--- src/rtl/adc_rd_ctrl.sv ---
module adc_rd_ctrl #(
  parameter int RES_W     = 12,
  parameter int LEAD_W    = 4,
  parameter int HALF_CYC  = 7,
  parameter int START_CYC = 6,
  parameter int WAKE_CYC  = 750,
  parameter int GUARD_CYC = 50,
  parameter int RATE_CYC  = 1250,
  parameter bit CHK_LEAD  = 1'b1
) (
  input  logic             clk,
  input  logic             rst_n,
  input  logic             smp_req,
  input  logic             rate_en,
  input  logic             sleep_mode,
  output logic             cnv_o,
  input  logic             busy_i,
  output logic             sclk_o,
  input  logic             sdata_i,
  output logic [RES_W-1:0] res_o,
  output logic             res_vld_o,
  output logic             frm_err_o,
  output logic             ovr_o
);
  localparam int FRAME = RES_W + LEAD_W;
  localparam int BW    = $clog2(FRAME + 1);
  localparam int PW    = $clog2(HALF_CYC + 1);
  localparam int RW    = $clog2(RATE_CYC + 1);
  localparam int MX1   = (START_CYC > WAKE_CYC) ? START_CYC : WAKE_CYC;
  localparam int MXT   = (MX1 > GUARD_CYC) ? MX1 : GUARD_CYC;
  localparam int TW    = $clog2(MXT + 1);

  typedef enum logic [2:0] {S_IDLE, S_WAKE, S_START, S_WAITB, S_READ, S_GUARD} st_t;

  st_t             st;
  logic [TW-1:0]   tmr;
  logic [PW-1:0]   ph;
  logic [BW-1:0]   bcnt;
  logic [FRAME-1:0] sh;
  logic [2:0]      bsy_sy;
  logic [RW-1:0]   rcnt;
  logic            sclk_q, slp_q;

  wire tick     = rate_en && (rcnt == RW'(RATE_CYC - 1));
  wire req      = smp_req | tick;
  wire bsy_fell = bsy_sy[2] & ~bsy_sy[1];
  wire last_ph  = (ph == PW'(HALF_CYC - 1));
  wire [FRAME-1:0] sh_nx = {sh[FRAME-2:0], sdata_i};

  assign sclk_o = sclk_q;
  assign cnv_o  = slp_q ? (st == S_WAKE) : (st != S_START);

  always_ff @(posedge clk or negedge rst_n) begin
    if (!rst_n) begin
      rcnt   <= '0;
      bsy_sy <= '0;
    end else begin
      rcnt   <= (!rate_en || tick) ? '0 : rcnt + 1'b1;
      bsy_sy <= {bsy_sy[1:0], busy_i};
    end
  end

  always_ff @(posedge clk or negedge rst_n) begin
    if (!rst_n) begin
      st        <= S_IDLE;
      tmr       <= '0;
      ph        <= '0;
      bcnt      <= '0;
      sh        <= '0;
      sclk_q    <= 1'b0;
      slp_q     <= 1'b0;
      res_o     <= '0;
      res_vld_o <= 1'b0;
      frm_err_o <= 1'b0;
      ovr_o     <= 1'b0;
    end else begin
      res_vld_o <= 1'b0;
      ovr_o     <= req && (st != S_IDLE);
      case (st)
        S_IDLE: if (req) begin
          slp_q <= sleep_mode;
          tmr   <= '0;
          st    <= (slp_q || sleep_mode) ? S_WAKE : S_START;
        end
        S_WAKE: begin
          tmr <= tmr + 1'b1;
          if (tmr == TW'(WAKE_CYC - 1)) begin
            tmr <= '0;
            st  <= S_START;
          end
        end
        S_START: begin
          tmr <= tmr + 1'b1;
          if (tmr == TW'(START_CYC - 1)) st <= S_WAITB;
        end
        S_WAITB: if (bsy_fell) begin
          ph   <= '0;
          bcnt <= '0;
          st   <= S_READ;
        end
        S_READ: begin
          ph <= last_ph ? '0 : ph + 1'b1;
          if (last_ph) begin
            sclk_q <= ~sclk_q;
            if (sclk_q) begin
              sh   <= sh_nx;
              bcnt <= bcnt + 1'b1;
              if (bcnt == BW'(FRAME - 1)) begin
                res_o     <= sh_nx[RES_W-1:0];
                res_vld_o <= 1'b1;
                frm_err_o <= CHK_LEAD && (|sh_nx[FRAME-1 -: LEAD_W]);
                tmr       <= '0;
                st        <= S_GUARD;
              end
            end
          end
        end
        S_GUARD: begin
          tmr <= tmr + 1'b1;
          if (tmr == TW'(GUARD_CYC - 1)) st <= S_IDLE;
        end
        default: st <= S_IDLE;
      endcase
    end
  end
endmodule


--- config.mk ---
export PLATFORM = sky130hd
export DESIGN_NAME = adc_rd_ctrl
export DESIGN_NICKNAME = d
export VERILOG_FILES = /design/src/rtl/adc_rd_ctrl.sv
export SDC_FILE = /design/constraint.sdc
export NUM_CORES = 1
export LEC_CHECK = 0
export CORE_MARGIN = 2
export CORE_UTILIZATION = 50
export DETAILED_ROUTE_END_ITERATION = 8
export DONT_BUFFER_PORTS = 1
export PLACE_DENSITY = 0.74
export REMOVE_ABC_BUFFERS = 1
export SYNTH_ARGS = -nofsm -noshare
export SYNTH_HDL_FRONTEND = slang
export SYNTH_SLANG_ARGS = --single-unit
--- constraint.sdc ---
create_clock -name clk -period 5.2 [get_ports clk]
set_clock_uncertainty 0.15 [all_clocks]
set_input_delay 1.56 -clock clk [delete_from_list [all_inputs] [get_ports clk]]
set_output_delay 1.56 -clock clk [all_outputs]
set_load 0.01 [all_outputs]
==> results <==
- The flow ran to the end, and the final reports show no timing, DRC or antenna violations.
- In the synthesized netlist the async set-or-reset flop fraction comes to 100%.
- The share of the cycle needed by the critical path after routing is 61.3%.
- In this run the tool buffered the top-level ports with 0 buffer cells.
- The number of max-slew violations in the final report is 0.
- The compound-cell area share of the yosys netlist is 9.50%.
- After floorplanning, the core was sized to cover 5990 um2.
- The pin slew with the least headroom to its limit is 0.801 ns.
- The count of unique library cells instantiated by Yosys is 47.
- The number of setup violations in the final report is 0.
- The element type at the critical path end is a primary output.
- From synthesis to final layout, the design area changed by 8.86%.
- The clock latency at the later pin of the worst-skew pair is 0.34 ns.
- The critical path is of the reg2out type.
- The number of synthesized register bits is 67.
- The routed wirelength normalized by instance count is 14.4 um.
- STA classifies the critical path startpoint as a flop.
- The per-cell via count in the routed design is 5.56.
- The fraction of layout cells with a size suffix above 1 is around 15%.
- The aggregate routed wire length is 5.23 mm.
- The final layout contains 296 nets.
- The most common flop cell mapped by yosys is sky130_fd_sc_hd__dfrtp_1.
- Summed over all layers, the global routing overflow is 0.
- The setup total negative slack is 0 ns.
- Sequential cells were found to cover 53.7% of the synthesized design area.
- For this run, the number of Yosys warnings is 0.
- The effective utilization at floorplan is 52.1%.
- Headroom to the max-slew limit came out at 46.5%.
- After clock tree synthesis, the repair step resized 0 gates.
- The maximum number of pins on one net before global-route repair is 68.
- Summing the areas of all fa, ha and maj instances in the mapped netlist gives 2.40% of the synthesized area.
- The biggest fanout along the worst timing path is 16.
- After clock tree synthesis, the clock-pin slew on the worst setup and hold paths is about 0.070 ns.
- Counting instances, the worst hold path has a depth of 0.
- The initial antenna violation count is 0.
- The path with the worst hold slack has its endpoint at bsy_sy[1].
- Counting flops with a built-in enable in the synthesized netlist gives 0.
- The length of the first detailed-routing pass in iterations is 4.
- The worst register-to-register path begins at st[2].
- The path class of the tightest hold or removal check is reg2reg.
- The startpoint of the tightest hold check path is bsy_sy[0].
- The synthesized netlist occupies a cell area of 3120 um2.
- In this run the post-CTS setup repair buffer count came out at 0.
- The cell sitting at the root of the clock tree is a sky130_fd_sc_hd__clkbuf_8.
- The endpoint of the worst-slack reg-to-reg timing path is res_o[9].
- The number of clock sinks is 67.
- The first global-routing pass estimated 9.43 mm of wire.
- The length in cells of the worst reg-to-reg path is 4.
- The placed instances occupy a cell area of 3160 um2.
- The number of buffers between clock root and the deepest sink is 2.
- The fmax is around 310 MHz.
- Once detailed placement completed, the half-perimeter wirelength came to 3.53 mm.
- Setup repair after global routing left no endpoint under its margin.
- The hold violation count in the final report is 0.
- Counting every instance in the synthesized netlist gives 281.
- The cell area power density is 414 nW/um2.
- The number of antenna-violating nets in the routed design is 0.
- The largest vdd supply drop is 242 uV.
- The placer's final routability congestion estimate is 0.792.
- After synthesis, the largest family of logic cells by area is simple AND/OR/NAND/NOR gates.
- The minimum hold slack is 0.199 ns.
- The floorplan step set the die width to 83.0 um.
- Summing the areas of all and, or, nand and nor instances in the mapped netlist gives a little under a fifth of the synthesized area.
- The number of remaining DRC errors is 0.
- The height of the die is slightly above 80 um.
- The routed layout has 2020 vias.
- The count of hold buffers inserted by post-cts repair is 0.
- The final period demand of the worst path is 3.19 ns.
- The area share of xor/xnor cells in the synthesized design is between 2 and 3%.
- The mean instance size in the synthesized netlist is 11.1 um2.
- Summed over all cells, the static leakage comes to 1.58 nW.
- The portion of netlist area occupied by mux cells is 10.8%.
- The I/O pin count is 24.
- Global routing used 17.1% of the available tracks.
- The floorplan die area is 6890 um2.
- The number of core rows is 28.
- TritonCTS built the clock tree.
- At the worst endpoint, the arrival time is 1.48 ns.
- The count of routing violations after the opening detailed-route iteration is 65.
- The total inserted antenna cells is 0.
- The number of max-cap violations is 0.
- The data required time at the worst endpoint is approximately 3.5 ns.
- The number of global-route vias before repair is 2053.
- The worst reg-to-reg setup slack is 2.57 ns.
- The total CTS buffers is 9.
- CTS built an H-tree with a depth of 3.
- After routing the design area is 3400 um2.
how the worst max path moves through the flow:
| stage | cells past startpoint | slack (ns) | from | to |
|---|---|---|---|---|
| after global routing | 3 | 1.88 | st[2] | cnv_o |
| after floorplan | 5 | 2.47 | smp_req | st[0] |
| after detailed placement | 5 | 2.27 | smp_req | tmr[6] |
| after CTS | 3 | 2.00 | st[2] | cnv_o |
| final | 3 | 2.01 | st[2] | cnv_o |
| after global placement | 5 | 2.36 | smp_req | tmr[2] |
Yosys cell counts, types with 2 or more instances:
master / n / area, um2
sky130_fd_sc_hd__a211oi_1: 2 / 15.0
sky130_fd_sc_hd__xnor2_1: 3 / 26.3
sky130_fd_sc_hd__o21ai_0: 19 / 95.1
sky130_fd_sc_hd__buf_6: 2 / 22.5
sky130_fd_sc_hd__nor3_1: 5 / 25.0
sky130_fd_sc_hd__nor2_1: 21 / 78.8
sky130_fd_sc_hd__and2_1: 4 / 25.0
sky130_fd_sc_hd__nand3b_1: 3 / 22.5
sky130_fd_sc_hd__nor4_1: 4 / 25.0
sky130_fd_sc_hd__nand2_1: 17 / 63.8
sky130_fd_sc_hd__a22oi_1: 2 / 15.0
sky130_fd_sc_hd__xor2_1: 7 / 61.3
sky130_fd_sc_hd__nand2b_1: 5 / 31.3
sky130_fd_sc_hd__inv_1: 8 / 30.0
sky130_fd_sc_hd__or3b_2: 2 / 17.5
sky130_fd_sc_hd__a21oi_1: 11 / 55.1
sky130_fd_sc_hd__dfrtp_1: 67 / 1680
sky130_fd_sc_hd__nor2b_1: 4 / 25.0
sky130_fd_sc_hd__a21o_1: 3 / 22.5
sky130_fd_sc_hd__and3_1: 5 / 31.3
sky130_fd_sc_hd__mux2_1: 9 / 101
sky130_fd_sc_hd__nand4_1: 4 / 25.0
sky130_fd_sc_hd__clkbuf_1: 4 / 15.0
sky130_fd_sc_hd__or3_1: 8 / 50.1
sky130_fd_sc_hd__buf_2: 2 / 10.0
sky130_fd_sc_hd__ha_1: 6 / 75.1
sky130_fd_sc_hd__nand4bb_1: 2 / 22.5
sky130_fd_sc_hd__or2_2: 2 / 12.5
sky130_fd_sc_hd__nand3_1: 12 / 60.1
sky130_fd_sc_hd__mux2_2: 21 / 236
worst max-delay path, cell delays in order, from the launching register on:
cell	delay, ns
sky130_fd_sc_hd__dfrtp_1	0.58
sky130_fd_sc_hd__or2_2	0.21
sky130_fd_sc_hd__nand2b_1	0.06
sky130_fd_sc_hd__a22oi_1	0.29
registers in the layout, summed over array words and instances (netlist names), 3 cells and up:
name / count
res_o: 12
rcnt: 11
tmr: 10
st: 3
ph: 3
sh: 15
bcnt: 5
bsy_sy: 3
placed cells by master (no fill, tap or decap), types with 2 or more instances in the layout:
master	n
sky130_fd_sc_hd__xnor2_1	3
sky130_fd_sc_hd__nand4bb_1	2
sky130_fd_sc_hd__or2_2	2
sky130_fd_sc_hd__nand2b_1	5
sky130_fd_sc_hd__nand3b_1	3
sky130_fd_sc_hd__dfrtp_1	67
sky130_fd_sc_hd__clkbuf_8	12
sky130_fd_sc_hd__bufinv_16	2
sky130_fd_sc_hd__nand2_1	17
sky130_fd_sc_hd__inv_1	8
sky130_fd_sc_hd__nand3_1	12
sky130_fd_sc_hd__mux2_1	9
sky130_fd_sc_hd__ha_1	6
sky130_fd_sc_hd__a21oi_1	11
sky130_fd_sc_hd__xor2_1	7
sky130_fd_sc_hd__or3b_2	2
sky130_fd_sc_hd__a21o_1	3
sky130_fd_sc_hd__o21ai_0	19
sky130_fd_sc_hd__or3_1	8
sky130_fd_sc_hd__and3_1	5
sky130_fd_sc_hd__nor4_1	4
sky130_fd_sc_hd__mux2_2	21
sky130_fd_sc_hd__nor3_1	5
sky130_fd_sc_hd__nor2b_1	4
sky130_fd_sc_hd__nand4_1	4
sky130_fd_sc_hd__a211oi_1	2
sky130_fd_sc_hd__a22oi_1	2
sky130_fd_sc_hd__nor2_1	21
sky130_fd_sc_hd__and2_1	4
cells by family (layout without fill, tap and decap cells):
family / Yosys count / after routing
buffers and inverters: 17 / 24
muxes: 30 / 30
AOI/OAI and AO/OA: 48 / 48
DFF: 67 / 67
and+or+nand+nor: 103 / 103
adders and majority gates: 6 / 6
xor gates and xnor gates: 10 / 10
per-layer routing:
| layer | vias to the layer above | track usage (%) | wire [um] |
|---|---|---|---|
| met1 | 977 | 22.1 | 2510 |
| li1 | 1006 | - | - |
| met5 | - | 0 | 0 |
| met2 | 29 | 26.3 | 2420 |
| met4 | 0 | 6.26 | 78 |
| met3 | 8 | 6.26 | 213 |
per-stage QoR:
stage | setup slack, ns | total power (W) | utilization, % | std cells
6_report | 2.01 | 0.00141 | 56.7 | 363
5_1_grt | 1.88 | 0.00150 | 56.7 | 363
4_1_cts | 2.00 | 0.00142 | 56.7 | 363
3_5_place_dp | 2.27 | 0.000915 | 52.8 | 347
3_3_place_gp | 2.36 | 0.000903 | 52.8 | 347
2_1_floorplan | 2.47 | 0.000846 | - | 272
area by class of cell:
cell class	instances	area, um2
multi-input cells	197	1360
clock inverters	3	68.8
well taps	75	93.8
clock buffers	13	169
fillers	526	2590
flip-flops and latches	67	1680
inverters	8	30.0
power breakdown:
part | total (W) | switching (W) | leakage [nW] | internal (W)
combinational | 0.000274 | 0.000147 | 0.547 | 0.000126
clock | 0.000503 | 0.000192 | 0.120 | 0.000310
sequential | 0.000629 | 0.0000694 | 0.915 | 0.000560
total | 0.00141 | 0.000409 | 1.58 | 0.000997
Note: power is estimated with default switching activity, not from simulation.
